`src/rtl/tap_timer_pkg.sv`:
```
package tap_timer_pkg;
  localparam int CNT_W   = 7;
  localparam int NIB_W   = 4;
  localparam int NUM_EVT = 3;

  localparam logic [1:0] ADDR_CNT = 2'd0;
  localparam logic [1:0] ADDR_FLG = 2'd1;
  localparam logic [1:0] ADDR_MSK = 2'd2;

  // counter bit whose falling edge raises event k (32 Hz, 8 Hz, 2 Hz)
  function automatic int tap_bit(input int k);
    return 2 + 2 * k;
  endfunction
endpackage

```
`src/rtl/tap_timer_cnt.sv`:
```
module tap_timer_cnt
  import tap_timer_pkg::*;
#(
  parameter int W    = CNT_W,
  parameter int NEVT = NUM_EVT
) (
  input  logic            clk,
  input  logic            rst,
  input  logic            tick_en,
  input  logic            timer_clr,
  output logic [W-1:0]    cnt,
  output logic [NEVT-1:0] fall
);

  always_ff @(posedge clk) begin
    if (rst || timer_clr) cnt <= '0;
    else if (tick_en)     cnt <= cnt + W'(1);
  end

  // a tap falls when every bit at and below it is 1 and the count advances
  for (genvar k = 0; k < NEVT; k++) begin : g_fall
    localparam int TB = tap_bit(k);
    assign fall[k] = tick_en & ~timer_clr & (&cnt[TB:0]);
  end

  p_hold_r2: assert property (@(posedge clk) disable iff (rst)
    (!tick_en && !timer_clr) |=> $stable(cnt));
  p_wrap_r2: assert property (@(posedge clk) disable iff (rst)
    (tick_en && !timer_clr && (&cnt)) |=> (cnt == '0));
  p_clear_r8: assert property (@(posedge clk) disable iff (rst)
    timer_clr |=> (cnt == '0));

endmodule

```
`src/rtl/tap_timer_flags.sv`:
```
module tap_timer_flags #(
  parameter int NEVT = tap_timer_pkg::NUM_EVT
) (
  input  logic            clk,
  input  logic            rst,
  input  logic [NEVT-1:0] evt,
  input  logic            rd_clr,
  output logic [NEVT-1:0] flags
);

  always_ff @(posedge clk) begin
    if (rst) flags <= '0;
    else     flags <= (flags & ~{NEVT{rd_clr}}) | evt;
  end

  p_set_r4: assert property (@(posedge clk) disable iff (rst)
    (|evt) |=> ((flags & $past(evt)) == $past(evt)));
  p_clear_r6: assert property (@(posedge clk) disable iff (rst)
    rd_clr |=> ((flags & ~$past(evt)) == '0));

endmodule

```
`src/rtl/tap_timer.sv`:
```
module tap_timer
  import tap_timer_pkg::*;
(
  input  logic               clk,
  input  logic               rst,
  input  logic               tick_en,
  input  logic               timer_clr,
  input  logic [1:0]         reg_addr,
  input  logic               reg_wr,
  input  logic               reg_rd,
  input  logic [NUM_EVT-1:0] reg_wdata,
  output logic [NIB_W-1:0]   reg_rdata,
  output logic               irq
);

  localparam int PAD_W = NIB_W - NUM_EVT;

  logic [CNT_W-1:0]   cnt;
  logic [NUM_EVT-1:0] fall;
  logic [NUM_EVT-1:0] flags;
  logic [NUM_EVT-1:0] mask;
  logic               rd_flg;
  logic               wr_msk;

  assign rd_flg = reg_rd && (reg_addr == ADDR_FLG);
  assign wr_msk = reg_wr && (reg_addr == ADDR_MSK);

  tap_timer_cnt #(.W(CNT_W), .NEVT(NUM_EVT)) u_cnt (
    .clk      (clk),
    .rst      (rst),
    .tick_en  (tick_en),
    .timer_clr(timer_clr),
    .cnt      (cnt),
    .fall     (fall)
  );

  tap_timer_flags #(.NEVT(NUM_EVT)) u_flags (
    .clk   (clk),
    .rst   (rst),
    .evt   (fall),
    .rd_clr(rd_flg),
    .flags (flags)
  );

  always_ff @(posedge clk) begin
    if (rst)         mask <= '0;
    else if (wr_msk) mask <= reg_wdata;
  end

  always_ff @(posedge clk) begin
    if (rst) begin
      reg_rdata <= '0;
    end else if (reg_rd) begin
      case (reg_addr)
        ADDR_CNT: reg_rdata <= cnt[CNT_W-1 -: NIB_W];
        ADDR_FLG: reg_rdata <= {{PAD_W{1'b0}}, flags};
        ADDR_MSK: reg_rdata <= {{PAD_W{1'b0}}, mask};
        default:  reg_rdata <= '0;
      endcase
    end
  end

  always_ff @(posedge clk) begin
    if (rst) irq <= 1'b0;
    else     irq <= |(flags & mask);
  end

  p_irq_needs_mask_r7: assert property (@(posedge clk) disable iff (rst)
    irq |-> ($past(mask) != '0));
  p_mask_kept_r8: assert property (@(posedge clk) disable iff (rst)
    !wr_msk |=> $stable(mask));
  p_rdata_hold_r3: assert property (@(posedge clk) disable iff (rst)
    !reg_rd |=> $stable(reg_rdata));

endmodule

```
`config.mk`:
```
export PLATFORM = sky130hd
export DESIGN_NAME = tap_timer
export DESIGN_NICKNAME = d
export VERILOG_FILES = /design/src/rtl/tap_timer_pkg.sv /design/src/rtl/tap_timer_cnt.sv /design/src/rtl/tap_timer_flags.sv /design/src/rtl/tap_timer.sv
export SDC_FILE = /design/constraint.sdc
export NUM_CORES = 1
export LEC_CHECK = 0
export ABC_AREA = 1
export BUFFER_PORTS_ARGS = -buffer_cell sky130_fd_sc_hd__buf_2
export CORE_ASPECT_RATIO = 1.4
export CORE_MARGIN = 2
export CORE_UTILIZATION = 35
export CTS_CLUSTER_DIAMETER = 50
export DETAILED_ROUTE_END_ITERATION = 10
export GPL_TIMING_DRIVEN = 0
export SYNTH_ARGS = -nofsm -noshare
export SYNTH_HDL_FRONTEND = slang
export SYNTH_SLANG_ARGS = --single-unit
```
`constraint.sdc`:
```
create_clock -name clk -period 1.3 [get_ports clk]
set_clock_uncertainty 0.2 [all_clocks]
set_input_delay 0.26 -clock clk [delete_from_list [all_inputs] [get_ports clk]]
set_output_delay 0.26 -clock clk [all_outputs]
set_load 0.02 [all_outputs]
```
==> flow_summary_export.csv <==
group,metric,value,unit
clocking,cts_tree,"yes",
synth,ys_seq_area_share,45.28,%
synth,synth_flop_cell,"dfxtp_1",
worst_setup_path,crit_type,"flip-flop to flip-flop",
clocking,insertion_delay,0.29,ns
synth,async_flop_share,0,%
sta,report.final.hold_viol_count,0,
job,maxCapViolations,0,
synth,avgSynthCellArea,7.169,um^2
finish,area_growth_syn_to_layout,26.89,%
finish,n_fill_cell,244,
worst_setup_path,critical_path.startpoint,"u_cnt.cnt[0]",
global_routing,grt_pass1_vias,686,
synth,synthTopCellsByCount,"31 x nand2_1, 18 x dfxtp_1, 15 x a21oi_1, 15 x nand3_1, 9 x inv_1",
worst_setup_path,cp_slowest_stage_delay,0.35,ns
status,status,"complete, but fails checks",
die,core_area,2152,um^2
routing,drt_iter0_markers,18,
sta,worst_slew_pin_slew,0.2424,ns
sta,fin_ws,-0.005458,ns
min_path,hp-start,"tick_en",
worst_setup_path,critical_path.startpoint_type,"flip-flop",
finish,nets,147,
placement,place.gp.congestion,0.8358,
synth,synth_cells,111,
synth,yosysWarnings,0,
routing,drc,0,
global_routing,grt_pass1_wl,2.753,mm
die,die-area,2676,um^2
finish,antenna_cells,0,
global_routing,antenna_found_initial,0,
clocking,cts.reportedPaths.clkPinSlew,0.10,ns
die,start_util,36.98,%
die,dieWidth,44.30,um
power_and_ir_drop,powerDensity,973.7,nW/um^2
sta,drv_slew,0,
worst_setup_path,required,1.33,ns
clocking,root_buffer,"clkbuf_4",
finish,multi_input_area,422.9,um^2
clocking,cts_max_path_buffers,2,
worst_setup_path,cp_num_buf_inv,1,
sta,period_share,100.4,%
placement,portBuffers,13,
clocking,clkSinkCount,18,
worst_setup_path,r2r-start,"u_cnt.cnt[0]",
synth,yosys.cell_count.top_type,"nand2_1",
sta,max_freq,766.0,MHz
synth,syn-num-nets,125,
finish,drive_gt1_share,26.52,%
worst_setup_path,cp_top_family,"adder cells",
die,die_h,60.42,um
status,failed_checks,"negative setup slack",
sta,fin_crit,1.305,ns
synth,synth_cell_type_count,13,
sta,finalSetupViolCount,1,
global_routing,gr-total-overflow,0,
worst_setup_path,cpMostUsedCell,"ha_4",
sta,relSlewSlack,83.78,%
die,rows,20,
worst_setup_path,end_kind,"flip-flop",
synth,synth.area.top_cells,"dfxtp_1 45%, nand2_1 15%, a21oi_1 9.4%",
power_and_ir_drop,p_leak,0.4136,nW
worst_setup_path,crit_arrival,1.33,ns
min_path,hp-class,"input pin to flip-flop",
placement,dpl.hpwl,1.257,mm
routing,vias_per_cell,4.948,
worst_setup_path,crit_chain,"ha_4 -> nand3_4 -> inv_2 -> ha_4 -> nand2_2 -> a21oi_2",
power_and_ir_drop,power.total,983.2,uW
synth,synth_area_leader_cell,"dfxtp_1",
routing,antenna_left,0,
routing,vias,762,
clocking,cts_buffers,3,
routing,wl_per_cell,10.89,um
placement,post-place-ws,-0.05986,ns
sta,rsz0062_at_grt,"true",
routing,firstDrtPassIters,4,
die,pin_count,16,
global_routing,grt_start_max_net_pins,11,
routing,routed_wl,1.677,mm
finish,final_cells,154,
finish,seq_area,364.1,um^2
sta,tns,-0.005458,ns
synth,synth.cell_area,795.8,um^2
synth,ys_ff_latch,18,
global_routing,gr-usage-all-layers,13.95,%
worst_setup_path,crit_fanout,2,
synth,synth_top_area_share,45.28,%
power_and_ir_drop,vdd_drop_max,0.0004444,V
placement,dp.cells,146,
worst_setup_path,critical_path.slowest_cell,"dfxtp_2",
clocking,cts-htree-levels,1,
synth,synth_edf_count,0,
## per-stage QoR
step           instance area [um^2]  util (%)  hold WS (ns)
2_1_floorplan                 799.5         -        0.1535
4_1_cts                       969.7     45.06      0.004542
3_3_place_gp                  892.1     41.45        0.2400
3_5_place_dp                  892.1     41.45        0.2579
5_1_grt                        1010     46.92      0.006658
6_report                       1010     46.92       0.01052
## worst paths after layout
check,slack (ns),cells past startpoint,endpoint
worst max-delay path,-0.005,6,u_cnt.cnt[4]
worst min-delay path,0.01,2,u_cnt.cnt[0]
worst max register to register,-0.005,6,u_cnt.cnt[4]
worst min register to register,0.27,2,mask[2]
## cell usage in the layout, fill, tap and decap left out
cell type,n
a21oi_1,14
a21oi_2,1
a31oi_1,1
buf_2,11
buf_4,7
clkbuf_4,3
clkbuf_8,1
dfxtp_1,15
dfxtp_2,3
dlygate4sd3_1,1
ha_1,1
ha_4,2
inv_1,8
inv_2,3
nand2_1,30
nand2_2,1
nand3_1,14
nand3_4,1
nor2_1,7
nor2_2,2
o21ai_0,4
o21ai_1,2
## flip-flops by register name, indices dropped and copies added (netlist names)
| name | cells |
|---|---|
| u_flags.flags | 3 |
| reg_rdata | 4 |
| mask | 3 |
| u_cnt.cnt | 7 |
| irq | 1 |
## where the power goes
group | internal, mW | switching [mW]
logic | 0.0325 | 0.0504
registers | 0.561 | 0.00686
clock network | 0.170 | 0.162
total | 0.764 | 0.219
## layout make-up
| cell class | count | area share [%] |
|---|---|---|
| sequential | 18 | 36.06 |
| tap | 22 | 2.726 |
| inverter | 11 | 4.089 |
| clock buffer | 4 | 3.594 |
| buffer | 2 | 1.487 |
| timing repair buffer | 17 | 10.16 |
| multi-input combinational | 80 | 41.88 |
## cells by family (layout without fill, tap and decap cells)
kind of cell	after synthesis	in the layout	share of synthesized area, %
buffers and inverters	13	34	7.075
flip-flops	18	18	45.28
AND/OR/NAND/NOR	55	55	28.93
adder cells (fa/ha/maj)	3	3	4.717
AO/OA/AOI/OAI	22	22	13.99
## routing by layer
| metal | vias to the layer above | GRT usage (%) | routed length [um] |
|---|---|---|---|
| met4 | 0 | 7.792 | 17 |
| met2 | 13 | 25.84 | 882 |
| met5 | - | 0 | 0 |
| li1 | 407 | - | - |
| met1 | 340 | 14.78 | 713 |
| met3 | 2 | 2.083 | 64 |
## repair_timing
item,CTS,global route
buffers inserted,2,1
resized for setup,3,8
hold buffers,1,0
endpoints found under the setup margin,4,6
endpoints found under the hold margin,6,0
gates cloned,0,0
pin swaps,1,5
(Power assumes the default switching activity.)
